$ cat config.mk
export PLATFORM = sky130hd
export DESIGN_NAME = dma_irq_agg
export DESIGN_NICKNAME = d
export VERILOG_FILES = /design/src/rtl/dirq_pkg.sv /design/src/rtl/dirq_event_bank.sv /design/src/rtl/dirq_regfile.sv /design/src/rtl/dma_irq_agg.sv
export SDC_FILE = /design/constraint.sdc
export NUM_CORES = 1
export LEC_CHECK = 0
export BUFFER_PORTS_ARGS = -buffer_cell sky130_fd_sc_hd__buf_2
export CORE_MARGIN = 2
export CORE_UTILIZATION = 40
export CTS_CLUSTER_SIZE = 14
export DETAILED_ROUTE_END_ITERATION = 7
export HOLD_SLACK_MARGIN = 0.05
export PLACE_DENSITY = 0.64
export SETUP_SLACK_MARGIN = 0.5
export SYNTH_ARGS = -nofsm -noshare
export SYNTH_HDL_FRONTEND = slang
export SYNTH_HIERARCHICAL = 1
export SYNTH_SLANG_ARGS = --single-unit
$ cat constraint.sdc
create_clock -name clk -period 4.5 [get_ports clk]
set_clock_uncertainty 0.2 [all_clocks]
set_input_delay 0 -clock clk [delete_from_list [all_inputs] [get_ports clk]]
set_output_delay 0 -clock clk [all_outputs]
set_load 0.02 [all_outputs]
$ cat src/rtl/dirq_pkg.sv
package dirq_pkg;
    localparam int ADDR_W = 12;
    localparam int NUM_CLS = 3;

    localparam logic [ADDR_W-1:0] OFS_SUMMARY   = 12'h000;
    localparam logic [ADDR_W-1:0] OFS_STAT_DONE = 12'h004;
    localparam logic [ADDR_W-1:0] OFS_STAT_ERRA = 12'h00C;
    localparam logic [ADDR_W-1:0] OFS_STAT_ERRB = 12'h010;
    localparam logic [ADDR_W-1:0] OFS_MASK_DONE = 12'h018;
    localparam logic [ADDR_W-1:0] OFS_MASK_ERRA = 12'h020;
    localparam logic [ADDR_W-1:0] OFS_MASK_ERRB = 12'h024;
    localparam logic [ADDR_W-1:0] OFS_RAW_DONE  = 12'h600;
    localparam logic [ADDR_W-1:0] OFS_RAW_ERRA  = 12'h608;
    localparam logic [ADDR_W-1:0] OFS_RAW_ERRB  = 12'h610;
    localparam logic [ADDR_W-1:0] OFS_PRIO      = 12'h688;
    localparam logic [ADDR_W-1:0] OFS_ACTIVE    = 12'h690;

    typedef enum logic [1:0] {
        CLS_DONE = 2'd0,
        CLS_ERRA = 2'd1,
        CLS_ERRB = 2'd2
    } ev_cls_e;
endpackage

$ cat src/rtl/dirq_event_bank.sv
module dirq_event_bank #(
    parameter int NUM_CH = 16
) (
    input  logic              clk,
    input  logic              rst_n,
    input  logic [NUM_CH-1:0] evt,
    input  logic              clr_we,
    input  logic              mask_we,
    input  logic [NUM_CH-1:0] wdata,
    output logic [NUM_CH-1:0] raw_q,
    output logic [NUM_CH-1:0] mask_q,
    output logic [NUM_CH-1:0] stat
);
    typedef struct packed {
        logic [NUM_CH-1:0] raw;
        logic [NUM_CH-1:0] mask;
    } bank_t;

    bank_t st_d, st_q;

    always_comb begin
        st_d = st_q;
        if (clr_we) begin
            st_d.raw = st_q.raw & ~wdata;
        end
        st_d.raw = st_d.raw | evt;
        if (mask_we) begin
            st_d.mask = wdata;
        end
    end

    always_ff @(posedge clk) begin
        if (!rst_n) begin
            st_q <= '0;
        end else begin
            st_q <= st_d;
        end
    end

    assign raw_q  = st_q.raw;
    assign mask_q = st_q.mask;
    assign stat   = st_q.raw & st_q.mask;


    ev_sets_raw_chk: assert property (@(posedge clk) disable iff (!rst_n)
        (evt != '0) |=> ((raw_q & $past(evt)) == $past(evt)));


    clr_drops_raw_chk: assert property (@(posedge clk) disable iff (!rst_n)
        clr_we |=> ((raw_q & $past(wdata & ~evt)) == '0));


    clr_keeps_raw_chk: assert property (@(posedge clk) disable iff (!rst_n)
        clr_we |=> ((raw_q & $past(~wdata & raw_q)) == $past(~wdata & raw_q)));


    mask_load_chk: assert property (@(posedge clk) disable iff (!rst_n)
        mask_we |=> (mask_q == $past(wdata)));
endmodule

$ cat src/rtl/dirq_regfile.sv
module dirq_regfile
    import dirq_pkg::*;
#(
    parameter int NUM_CH = 16,
    parameter int DATA_W = 32
) (
    input  logic                            clk,
    input  logic                            rst_n,
    input  logic                            reg_wr,
    input  logic                            reg_rd,
    input  logic [ADDR_W-1:0]               reg_addr,
    input  logic [DATA_W-1:0]               reg_wdata,
    input  logic [NUM_CLS-1:0][NUM_CH-1:0]  raw,
    input  logic [NUM_CLS-1:0][NUM_CH-1:0]  mask,
    input  logic [NUM_CLS-1:0][NUM_CH-1:0]  stat,
    input  logic [NUM_CH-1:0]               summary,
    input  logic [NUM_CH-1:0]               active,
    output logic [NUM_CLS-1:0]              clr_we,
    output logic [NUM_CLS-1:0]              mask_we,
    output logic [DATA_W-1:0]               prio_q,
    output logic [DATA_W-1:0]               rdata_q
);
    typedef struct packed {
        logic [DATA_W-1:0] prio;
        logic [DATA_W-1:0] rdata;
    } rf_t;

    rf_t st_d, st_q;
    logic mapped;

    always_comb begin
        clr_we  = '0;
        mask_we = '0;
        if (reg_wr) begin
            case (reg_addr)
                OFS_RAW_DONE:  clr_we[CLS_DONE]  = 1'b1;
                OFS_RAW_ERRA:  clr_we[CLS_ERRA]  = 1'b1;
                OFS_RAW_ERRB:  clr_we[CLS_ERRB]  = 1'b1;
                OFS_MASK_DONE: mask_we[CLS_DONE] = 1'b1;
                OFS_MASK_ERRA: mask_we[CLS_ERRA] = 1'b1;
                OFS_MASK_ERRB: mask_we[CLS_ERRB] = 1'b1;
                default: ;
            endcase
        end
    end

    always_comb begin
        st_d       = st_q;
        st_d.rdata = '0;
        mapped     = 1'b1;
        if (reg_wr && reg_addr == OFS_PRIO) begin
            st_d.prio = reg_wdata;
        end
        case (reg_addr)
            OFS_SUMMARY:   st_d.rdata = DATA_W'(summary);
            OFS_STAT_DONE: st_d.rdata = DATA_W'(stat[CLS_DONE]);
            OFS_STAT_ERRA: st_d.rdata = DATA_W'(stat[CLS_ERRA]);
            OFS_STAT_ERRB: st_d.rdata = DATA_W'(stat[CLS_ERRB]);
            OFS_MASK_DONE: st_d.rdata = DATA_W'(mask[CLS_DONE]);
            OFS_MASK_ERRA: st_d.rdata = DATA_W'(mask[CLS_ERRA]);
            OFS_MASK_ERRB: st_d.rdata = DATA_W'(mask[CLS_ERRB]);
            OFS_RAW_DONE:  st_d.rdata = DATA_W'(raw[CLS_DONE]);
            OFS_RAW_ERRA:  st_d.rdata = DATA_W'(raw[CLS_ERRA]);
            OFS_RAW_ERRB:  st_d.rdata = DATA_W'(raw[CLS_ERRB]);
            OFS_PRIO:      st_d.rdata = st_q.prio;
            OFS_ACTIVE:    st_d.rdata = DATA_W'(active);
            default:       mapped     = 1'b0;
        endcase
        if (!reg_rd) begin
            st_d.rdata = '0;
        end
    end

    always_ff @(posedge clk) begin
        if (!rst_n) begin
            st_q <= '0;
        end else begin
            st_q <= st_d;
        end
    end

    assign prio_q  = st_q.prio;
    assign rdata_q = st_q.rdata;


    unmapped_rd_zero_chk: assert property (@(posedge clk) disable iff (!rst_n)
        (reg_rd && !mapped) |=> (rdata_q == '0));


    idle_rd_zero_chk: assert property (@(posedge clk) disable iff (!rst_n)
        !reg_rd |=> (rdata_q == '0));


    prio_load_chk: assert property (@(posedge clk) disable iff (!rst_n)
        (reg_wr && reg_addr == OFS_PRIO) |=> (prio_q == $past(reg_wdata)));


    prio_hold_chk: assert property (@(posedge clk) disable iff (!rst_n)
        !(reg_wr && reg_addr == OFS_PRIO) |=> $stable(prio_q));
endmodule

$ cat src/rtl/dma_irq_agg.sv
module dma_irq_agg
    import dirq_pkg::*;
#(
    parameter int NUM_CH = 16,
    parameter int DATA_W = 32
) (
    input  logic              clk,
    input  logic              rst_n,
    input  logic [NUM_CH-1:0] ev_done,
    input  logic [NUM_CH-1:0] ev_err_a,
    input  logic [NUM_CH-1:0] ev_err_b,
    input  logic [NUM_CH-1:0] chan_active,
    input  logic              reg_wr,
    input  logic              reg_rd,
    input  logic [ADDR_W-1:0] reg_addr,
    input  logic [DATA_W-1:0] reg_wdata,
    output logic [DATA_W-1:0] reg_rdata,
    output logic [DATA_W-1:0] prio_level,
    output logic              irq
);
    logic [NUM_CLS-1:0][NUM_CH-1:0] evt_v, raw_v, mask_v, stat_v;
    logic [NUM_CLS-1:0]             clr_we, mask_we;
    logic [NUM_CH-1:0]              summary;
    logic                           irq_d, irq_q;

    assign evt_v[CLS_DONE] = ev_done;
    assign evt_v[CLS_ERRA] = ev_err_a;
    assign evt_v[CLS_ERRB] = ev_err_b;

    for (genvar c = 0; c < NUM_CLS; c++) begin : g_bank
        dirq_event_bank #(.NUM_CH(NUM_CH)) bank_i (
            .clk     (clk),
            .rst_n   (rst_n),
            .evt     (evt_v[c]),
            .clr_we  (clr_we[c]),
            .mask_we (mask_we[c]),
            .wdata   (reg_wdata[NUM_CH-1:0]),
            .raw_q   (raw_v[c]),
            .mask_q  (mask_v[c]),
            .stat    (stat_v[c])
        );
    end

    always_comb begin
        summary = '0;
        for (int c = 0; c < NUM_CLS; c++) begin
            summary = summary | stat_v[c];
        end
        irq_d = |summary;
    end

    always_ff @(posedge clk) begin
        if (!rst_n) begin
            irq_q <= 1'b0;
        end else begin
            irq_q <= irq_d;
        end
    end

    dirq_regfile #(.NUM_CH(NUM_CH), .DATA_W(DATA_W)) regs_i (
        .clk       (clk),
        .rst_n     (rst_n),
        .reg_wr    (reg_wr),
        .reg_rd    (reg_rd),
        .reg_addr  (reg_addr),
        .reg_wdata (reg_wdata),
        .raw       (raw_v),
        .mask      (mask_v),
        .stat      (stat_v),
        .summary   (summary),
        .active    (chan_active),
        .clr_we    (clr_we),
        .mask_we   (mask_we),
        .prio_q    (prio_level),
        .rdata_q   (reg_rdata)
    );

    assign irq = irq_q;


    irq_rise_chk: assert property (@(posedge clk) disable iff (!rst_n)
        (stat_v != '0) |=> irq);


    irq_fall_chk: assert property (@(posedge clk) disable iff (!rst_n)
        (stat_v == '0) |=> !irq);


    summary_cover_chk: assert property (@(posedge clk) disable iff (!rst_n)
        ((raw_v[CLS_DONE] & mask_v[CLS_DONE]) & ~summary) == '0);
endmodule

==> flow_metrics.tcl, run 1 <==
set metrics [dict create \
    status "complete, no violations" \
    antenna_violating_nets_post_route 0 \
    multiInputGateArea_mm2 0.004168 \
    cts_buffers 17 \
    htree_levels 4 \
    num_vias 8025 \
    mappedNetlistArea_mm2 0.007931 \
    critical_path.endpoint_type "register" \
    syn_nets 989 \
    gp_congestion 0.9726 \
    drive_gt1_share_pct 21.65 \
    worst-slew-pin-transition_ps 1217 \
    avgRoutedWirePerCell_um 18.94 \
    number_of_antenna_violations_at_the_first_check_in_global_routing 1 \
    synth-edff-count 0 \
    mean_post_synth_cell_area_um2 9.044 \
    clk-insertion-delay-late_ps 430 \
    yosys_most_used_dff "sky130_fd_sc_hd__dfxtp_1" \
    setup_total_negative_slack_ps 0 \
    timing.critical_path.from_type "input port" \
    synth.yosys.warnings 6 \
    finalHoldViolations 0 \
    max-slew-margin-rel_pct 18.67 \
    dp_cells 1278 \
    critPathMaxFanout 16 \
    grt-ovfl-total 0 \
    finalMaxSlewViolations 0 \
    worstPathRequired_ps 4610 \
    power-per-cell-area_mw_per_mm2 289.1 \
    detailedRoute.firstPassIterationCount 8 \
    cts_root_buf "sky130_fd_sc_hd__clkbuf_16" \
    synth_async_sr_flop_share_pct 0 \
    hpwlAfterDp_um 17910 \
    n_fill_cell 1739 \
    timing.setup.critical_path_class "in2reg" \
    finalHoldWorstSlack_ps 98.88 \
    row_count 51 \
    clock_tree.buffer_depth 2 \
    io_count 177 \
    setup_viol_count_final 0 \
    clk_pin_slew_worst_paths_ps 60 \
    post_layout_instance_count_excluding_filler_cells 1466 \
    worst_hold_path_type "in2reg" \
    drt_drc_violations_left 0 \
    sequential_fraction_of_the_synthesis_area_pct 40.64 \
    final_net_count 1300 \
    finalInstanceArea_mm2 0.01104 \
    fp.dieW_um 144.8 \
    final_worst_path_cycle_share_pct 76.62 \
    pin_count_of_the_biggest_net_entering_global_routing 108 \
    first_global_vias 7568 \
    ff_latch_area_mm2 0.003223 \
    start_util_pct 40.75 \
    post_drt_via_cell_ratio 5.474 \
    postPlaceCellArea_mm2 0.008915 \
    fmax_mhz 290.0 \
    globalRouteTotalUtil_pct 26.36 \
    worst_ep_arrival_time_ps 3560 \
    drt_wl_total_um 27760 \
    die_area_mm2 0.02097 \
    synth_cell_type_count 54 \
    yosys_register_bits 161 \
    power.static_leakage_nw 4.504 \
    peakVddDrop_mv 0.2386 \
    rsz0062_at_grt "false" \
    buffer_ports.inserted 176 \
    drt_iter0_markers 791 \
    holdPathStages 5 \
    post-route-util_pct 56.70 \
    sink_count 161 \
    tritoncts "done" \
    grt_first_pass_wirelength_um 41880 \
    area.growth.synth_to_final_pct 39.14 \
    die_h_um 144.8 \
    worst_reg2reg_path_depth 8 \
    placeableCoreArea_mm2 0.01946 \
    period_needed_ps 3448 \
    insertedDiodeCount 0 \
    postSynthCellCount 877 \
    timing.max_cap.violations 0 \
]
## path summary, 6_finish.rpt
| path | startpoint | to | slack, ps |
|---|---|---|---|
| max | reg_addr[1] | g_bank[2].bank_i/raw_q[7]$_SDFF_PN0_ | 1050 |
| max reg2reg | g_bank[1].bank_i/raw_q[5]$_SDFF_PN0_ | regs_i/rdata_q[5]$_SDFF_PN0_ | 1740 |
| min reg2reg | regs_i/prio_q[25]$_SDFFE_PN0P_ | regs_i/prio_q[25]$_SDFFE_PN0P_ | 260 |
| min | chan_active[10] | regs_i/rdata_q[10]$_SDFF_PN0_ | 100 |
## routing by layer
layer / track usage [%] / up-vias / routed length (µm)
met1: 35.52 / 3815 / 11970
met5: 0 / - / 13
li1: - / 3766 / -
met2: 41.83 / 379 / 12810
met3: 5.265 / 63 / 2300
met4: 9.709 / 2 / 663
## cells in the final DEF, fill, tap and decap left out, types with 4 or more instances in the layout
cell | netlist | final
sky130_fd_sc_hd__a21oi_1 | 19 | 19
sky130_fd_sc_hd__o21ai_0 | 48 | 48
sky130_fd_sc_hd__a32oi_1 | 4 | 4
sky130_fd_sc_hd__a31oi_1 | 63 | 63
sky130_fd_sc_hd__nand2_1 | 82 | 81
sky130_fd_sc_hd__or3_4 | 4 | 4
sky130_fd_sc_hd__or3_1 | 14 | 14
sky130_fd_sc_hd__nor2b_1 | 50 | 50
sky130_fd_sc_hd__mux2_2 | 19 | 19
sky130_fd_sc_hd__o22a_1 | 4 | 4
sky130_fd_sc_hd__inv_1 | 49 | 49
sky130_fd_sc_hd__nor4b_2 | 4 | 4
sky130_fd_sc_hd__and2_1 | 68 | 68
sky130_fd_sc_hd__clkbuf_16 | 0 | 17
sky130_fd_sc_hd__a21boi_1 | 30 | 30
sky130_fd_sc_hd__dlygate4sd3_1 | 0 | 156
sky130_fd_sc_hd__and3_1 | 10 | 10
sky130_fd_sc_hd__nor4_1 | 5 | 5
sky130_fd_sc_hd__buf_4 | 3 | 15
sky130_fd_sc_hd__nor3_1 | 7 | 7
sky130_fd_sc_hd__a22oi_1 | 27 | 27
sky130_fd_sc_hd__dfxtp_1 | 161 | 161
sky130_fd_sc_hd__o22ai_1 | 8 | 8
sky130_fd_sc_hd__a22o_1 | 5 | 5
sky130_fd_sc_hd__clkinvlp_4 | 0 | 4
sky130_fd_sc_hd__a221oi_1 | 6 | 6
sky130_fd_sc_hd__mux2i_1 | 71 | 71
sky130_fd_sc_hd__nor2_1 | 17 | 17
sky130_fd_sc_hd__clkinv_2 | 0 | 5
sky130_fd_sc_hd__o2bb2ai_1 | 7 | 7
sky130_fd_sc_hd__buf_2 | 24 | 175
sky130_fd_sc_hd__a222oi_1 | 8 | 8
## final cells by class
class | count | area share, %
timing repair buffer | 347 | 23.29
inverter | 49 | 1.667
clock inverter | 10 | 0.7710
sequential | 161 | 29.21
clock buffer | 22 | 4.297
multi-input combinational | 612 | 37.77
tap | 265 | 3.005
## per-stage QoR
stage | setup slack (ps) | total power [mW]
floorplan | 2373 | 1.608
global placement | 1570 | 1.719
detailed placement | 1557 | 1.721
CTS | 1173 | 3.202
global route | 944.5 | 3.299
finish | 1052 | 3.191
## critical path: stages
cell and delay, ps:
sky130_fd_sc_hd__dlygate4sd3_1 560, sky130_fd_sc_hd__buf_2 160, sky130_fd_sc_hd__or4_1 690, sky130_fd_sc_hd__nor2_1 350
sky130_fd_sc_hd__and3_1 970, sky130_fd_sc_hd__a31oi_1 200, sky130_fd_sc_hd__dlygate4sd3_1 620
## registers in the layout (all words and copies together), names as in the netlist
register              cells
g_bank.bank_i/mask_q     48
irq                       1
regs_i/rdata_q           32
g_bank.bank_i/raw_q      48
regs_i/prio_q            32
## power by group
part / internal [mW] / leakage [nW] / switching, mW
logic: 0.178 / 2.92 / 0.142
clock network: 0.800 / 0.268 / 0.587
registers: 1.46 / 1.31 / 0.0268
total: 2.43 / 4.50 / 0.757
## cell usage after synthesis (5+ instances only)
library cell                instances  area (µm²)
sky130_fd_sc_hd__a22o_1             5       43.79
sky130_fd_sc_hd__o22ai_1            8       50.05
sky130_fd_sc_hd__buf_2             24       120.1
sky130_fd_sc_hd__nor3_1             7       35.03
sky130_fd_sc_hd__and2_1            68       425.4
sky130_fd_sc_hd__a21boi_1          30       225.2
sky130_fd_sc_hd__nand2_1           82       307.8
sky130_fd_sc_hd__a22oi_1           27       202.7
sky130_fd_sc_hd__o2bb2ai_1          7       61.31
sky130_fd_sc_hd__mux2_2            19       214.0
sky130_fd_sc_hd__dfxtp_1          161        3223
sky130_fd_sc_hd__or3_1             14       87.58
sky130_fd_sc_hd__a221oi_1           6       52.55
sky130_fd_sc_hd__nor4_1             5       31.28
sky130_fd_sc_hd__buf_6              8       90.09
sky130_fd_sc_hd__nor2b_1           50       312.8
sky130_fd_sc_hd__a222oi_1           8       80.08
sky130_fd_sc_hd__clkbuf_1          15       56.30
sky130_fd_sc_hd__nor2_1            17       63.81
sky130_fd_sc_hd__mux2i_1           71       710.7
sky130_fd_sc_hd__a21oi_1           19       95.09
sky130_fd_sc_hd__a31oi_1           63       394.1
sky130_fd_sc_hd__and3_1            10       62.56
sky130_fd_sc_hd__o21ai_0           48       240.2
sky130_fd_sc_hd__inv_1             49       183.9
## logic make-up after synthesis
| family | synth area share [%] |
|---|---|
| AOI/OAI and AO/OA | 20.18 |
| and+or+nand+nor | 20.57 |
| DFF | 40.64 |
| muxes | 11.66 |
| buffers and inverters | 6.847 |
| xor gates and xnor gates | 0.1104 |
## repair_timing
item | CTS | global route
resized for setup | 0 | 0
hold buffers | 156 | 0
setup buffers | 0 | 0
endpoints found under the hold margin | 142 | 0
setup endpoints to repair | 0 | 0
Power figures use the tool's default switching activity.
==> run 2, diff against run 1 <==
ABC_AREA = 1   (was unset)
PLACE_DENSITY = 0.66   (was 0.64)
clock period = 2.9 ns   (was 4.5 ns; I/O delays follow)
==> run 2 against run 1 <==
Synthesized area increased by 5.8%. Setup slack worse by 390 ps. Final area increased by 4.8%.
==> flow_metrics.tcl, run 2 <==
set metrics [dict create \
    grt-ovfl-total 0 \
    fp.dieW_um 148.9 \
    status "complete, no violations" \
    clk_pin_slew_worst_paths_ps 70 \
    drive_gt1_share_pct 18.19 \
    finalMaxSlewViolations 0 \
    clk-insertion-delay-late_ps 430 \
    crit_path_max_incr_delay_ps 560 \
    post-synth-top-count-cell "sky130_fd_sc_hd__nand2_1" \
    cts_root_buf "sky130_fd_sc_hd__clkbuf_16" \
    synth_area_leaders "sky130_fd_sc_hd__dfxtp_1 (38%), sky130_fd_sc_hd__nand2_1 (15%), sky130_fd_sc_hd__nand3_1 (12%), sky130_fd_sc_hd__nor2_1 (10%), sky130_fd_sc_hd__inv_1 (6.4%)" \
    drt_drc_violations_left 0 \
    setup_viol_count_final 0 \
    worst_hold_path_type "in2reg" \
    synth_async_sr_flop_share_pct 0 \
    detailedRoute.firstPassIterationCount 5 \
    globalRouteTotalUtil_pct 27.83 \
    sequential_fraction_of_the_synthesis_area_pct 38.40 \
    postSynthCellCount 1315 \
    worstReg2RegStart "g_bank[1].bank_i/raw_q[2]$_SDFF_PN0_" \
    start_util_pct 41.09 \
    crit_path_cell_trace "dlygate4sd3_1 -> buf_2 -> buf_4 -> inv_2 -> a21oi_1 -> dlygate4sd3_1" \
    finalHoldViolations 0 \
    most_frequent_cells_in_the_layout "sky130_fd_sc_hd__nand2_1 (332), sky130_fd_sc_hd__nor2_1 (225), sky130_fd_sc_hd__nand3_1 (207)" \
    timing.setup.critical_path_class "in2reg" \
    synth_cell_type_count 25 \
    critPathMaxFanout 60 \
    finalHoldWorstSlack_ps 157.3 \
    timing.max_cap.violations 0 \
    netlist_top_cells_count "sky130_fd_sc_hd__nand2_1 (332), sky130_fd_sc_hd__nor2_1 (227), sky130_fd_sc_hd__nand3_1 (207)" \
    final_net_count 1743 \
    timing.critical_path.from "rst_n" \
    total_power_mw 5.005 \
    post_layout_instance_count_excluding_filler_cells 1914 \
    die_area_mm2 0.02216 \
    power.static_leakage_nw 5.977 \
    holdCritStartpoint "ev_err_a[7]" \
    cp_slowest_cell "sky130_fd_sc_hd__dlygate4sd3_1" \
    avgRoutedWirePerCell_um 16.23 \
    critical_path.endpoint_type "register" \
    final_worst_path_cycle_share_pct 77.13 \
    fmax_mhz 447.1 \
    postPlaceCellArea_mm2 0.009448 \
    num_vias 9580 \
    dp_cells 1729 \
    timing.critical_path.from_type "input port" \
    layout_commonest_cell "sky130_fd_sc_hd__nand2_1" \
    worstPathRequired_ps 3080 \
    insertedDiodeCount 0 \
    die_h_um 148.9 \
    first_global_vias 9079 \
    drt_wl_total_um 31060 \
    yosys_most_used_dff "sky130_fd_sc_hd__dfxtp_1" \
    final_critical_path_setup_slack_ps 663.2 \
    peakVddDrop_mv 0.4168 \
    n_fill_cell 1998 \
    post-cts-setup-buffer-count 0 \
    clock_tree.buffer_depth 2 \
    sink_count 161 \
    placement.setup.worst_slack_ps 499.8 \
    pin_count_of_the_biggest_net_entering_global_routing 61 \
    buffer_ports.inserted 176 \
    htree_levels 4 \
    number_of_antenna_violations_at_the_first_check_in_global_routing 0 \
    drt_iter0_markers 819 \
    post-route-util_pct 56.62 \
    max-slew-margin-rel_pct 45.51 \
    syn_nets 1427 \
    mappedNetlistArea_mm2 0.008394 \
    placeableCoreArea_mm2 0.02043 \
    finalInstanceArea_mm2 0.01157 \
    critical_path.most_common_cell "sky130_fd_sc_hd__dlygate4sd3_1" \
    rsz0062_at_grt "false" \
    post-synth-top-area-fraction_pct 38.40 \
    r2r_slack_ps 880 \
    area.growth.synth_to_final_pct 37.80 \
    yosys_register_bits 161 \
    row_count 52 \
    cts_buffers 17 \
    synth.yosys.warnings 6 \
    hpwlAfterDp_um 20770 \
    mean_post_synth_cell_area_um2 6.383 \
    io_count 177 \
    post_drt_via_cell_ratio 5.005 \
    worst_ep_arrival_time_ps 2410 \
    gp_congestion 0.9165 \
    grt_first_pass_wirelength_um 48040 \
    synth-edff-count 0 \
    worst-slew-pin-transition_ps 816.4 \
    period_needed_ps 2237 \
    top_cell_type_by_total_area_after_synthesis "sky130_fd_sc_hd__dfxtp_1" \
    tritoncts "done" \
    setup_total_negative_slack_ps 0 \
    power-per-cell-area_mw_per_mm2 432.6 \
    antenna_violating_nets_post_route 0 \
]
run 2: final cells by class:
cell class	count	area [µm²]	area share, %
multi-input combinational	940	4205	36.35
sequential	161	3223	27.86
timing repair buffer	357	2635	22.78
inverter	154	580.6	5.019
clock buffer	21	480.5	4.154
tap	270	337.8	2.921
clock inverter	11	105.1	0.9086
run 2: cells by family (layout without fill, tap and decap cells):
logic type | after synthesis | in the layout | share of synthesized area (%)
flip-flops | 161 | 161 | 38.40
buffers and inverters | 214 | 543 | 11.57
AO/OA/AOI/OAI | 136 | 136 | 9.450
AND/OR/NAND/NOR | 804 | 804 | 40.59
run 2: worst max-delay path, delay by kind of cell:
family	cells	cell delay (ps)
buffers and inverters	5	2130
AO/OA/AOI/OAI	1	230
run 2: layer usage:
metal,global-route usage [%],up-vias,routed length (µm)
li1,-,4769,-
met3,4.893,57,2644
met2,46.06,455,14070
met1,36.67,4299,13570
met5,0,-,0
met4,9.714,0,768
run 2: repair_timing:
| item | 4_1_cts | 5_1_grt |
|---|---|---|
| hold buffers | 153 | 0 |
| setup endpoints to repair | 0 | 1 |
| hold endpoints to repair | 150 | 0 |
| resized for setup | 0 | 1 |
run 2: power by group:
part / leakage, nW / internal, mW / total (mW) / switching (mW)
registers: 1.31 / 2.26 / 2.30 / 0.0445
logic: 4.39 / 0.238 / 0.466 / 0.227
clock network: 0.278 / 1.28 / 2.24 / 0.959
total: 5.98 / 3.77 / 5.00 / 1.23
run 2: path summary, 6_finish.rpt:
kind                                                              end  cells past startpoint
worst max-delay path            g_bank[2].bank_i/raw_q[12]$_SDFF_PN0_                      6
worst min-delay path             g_bank[1].bank_i/raw_q[7]$_SDFF_PN0_                      4
worst max register to register           regs_i/rdata_q[2]$_SDFF_PN0_                     11
worst min register to register          regs_i/rdata_q[16]$_SDFF_PN0_                      2
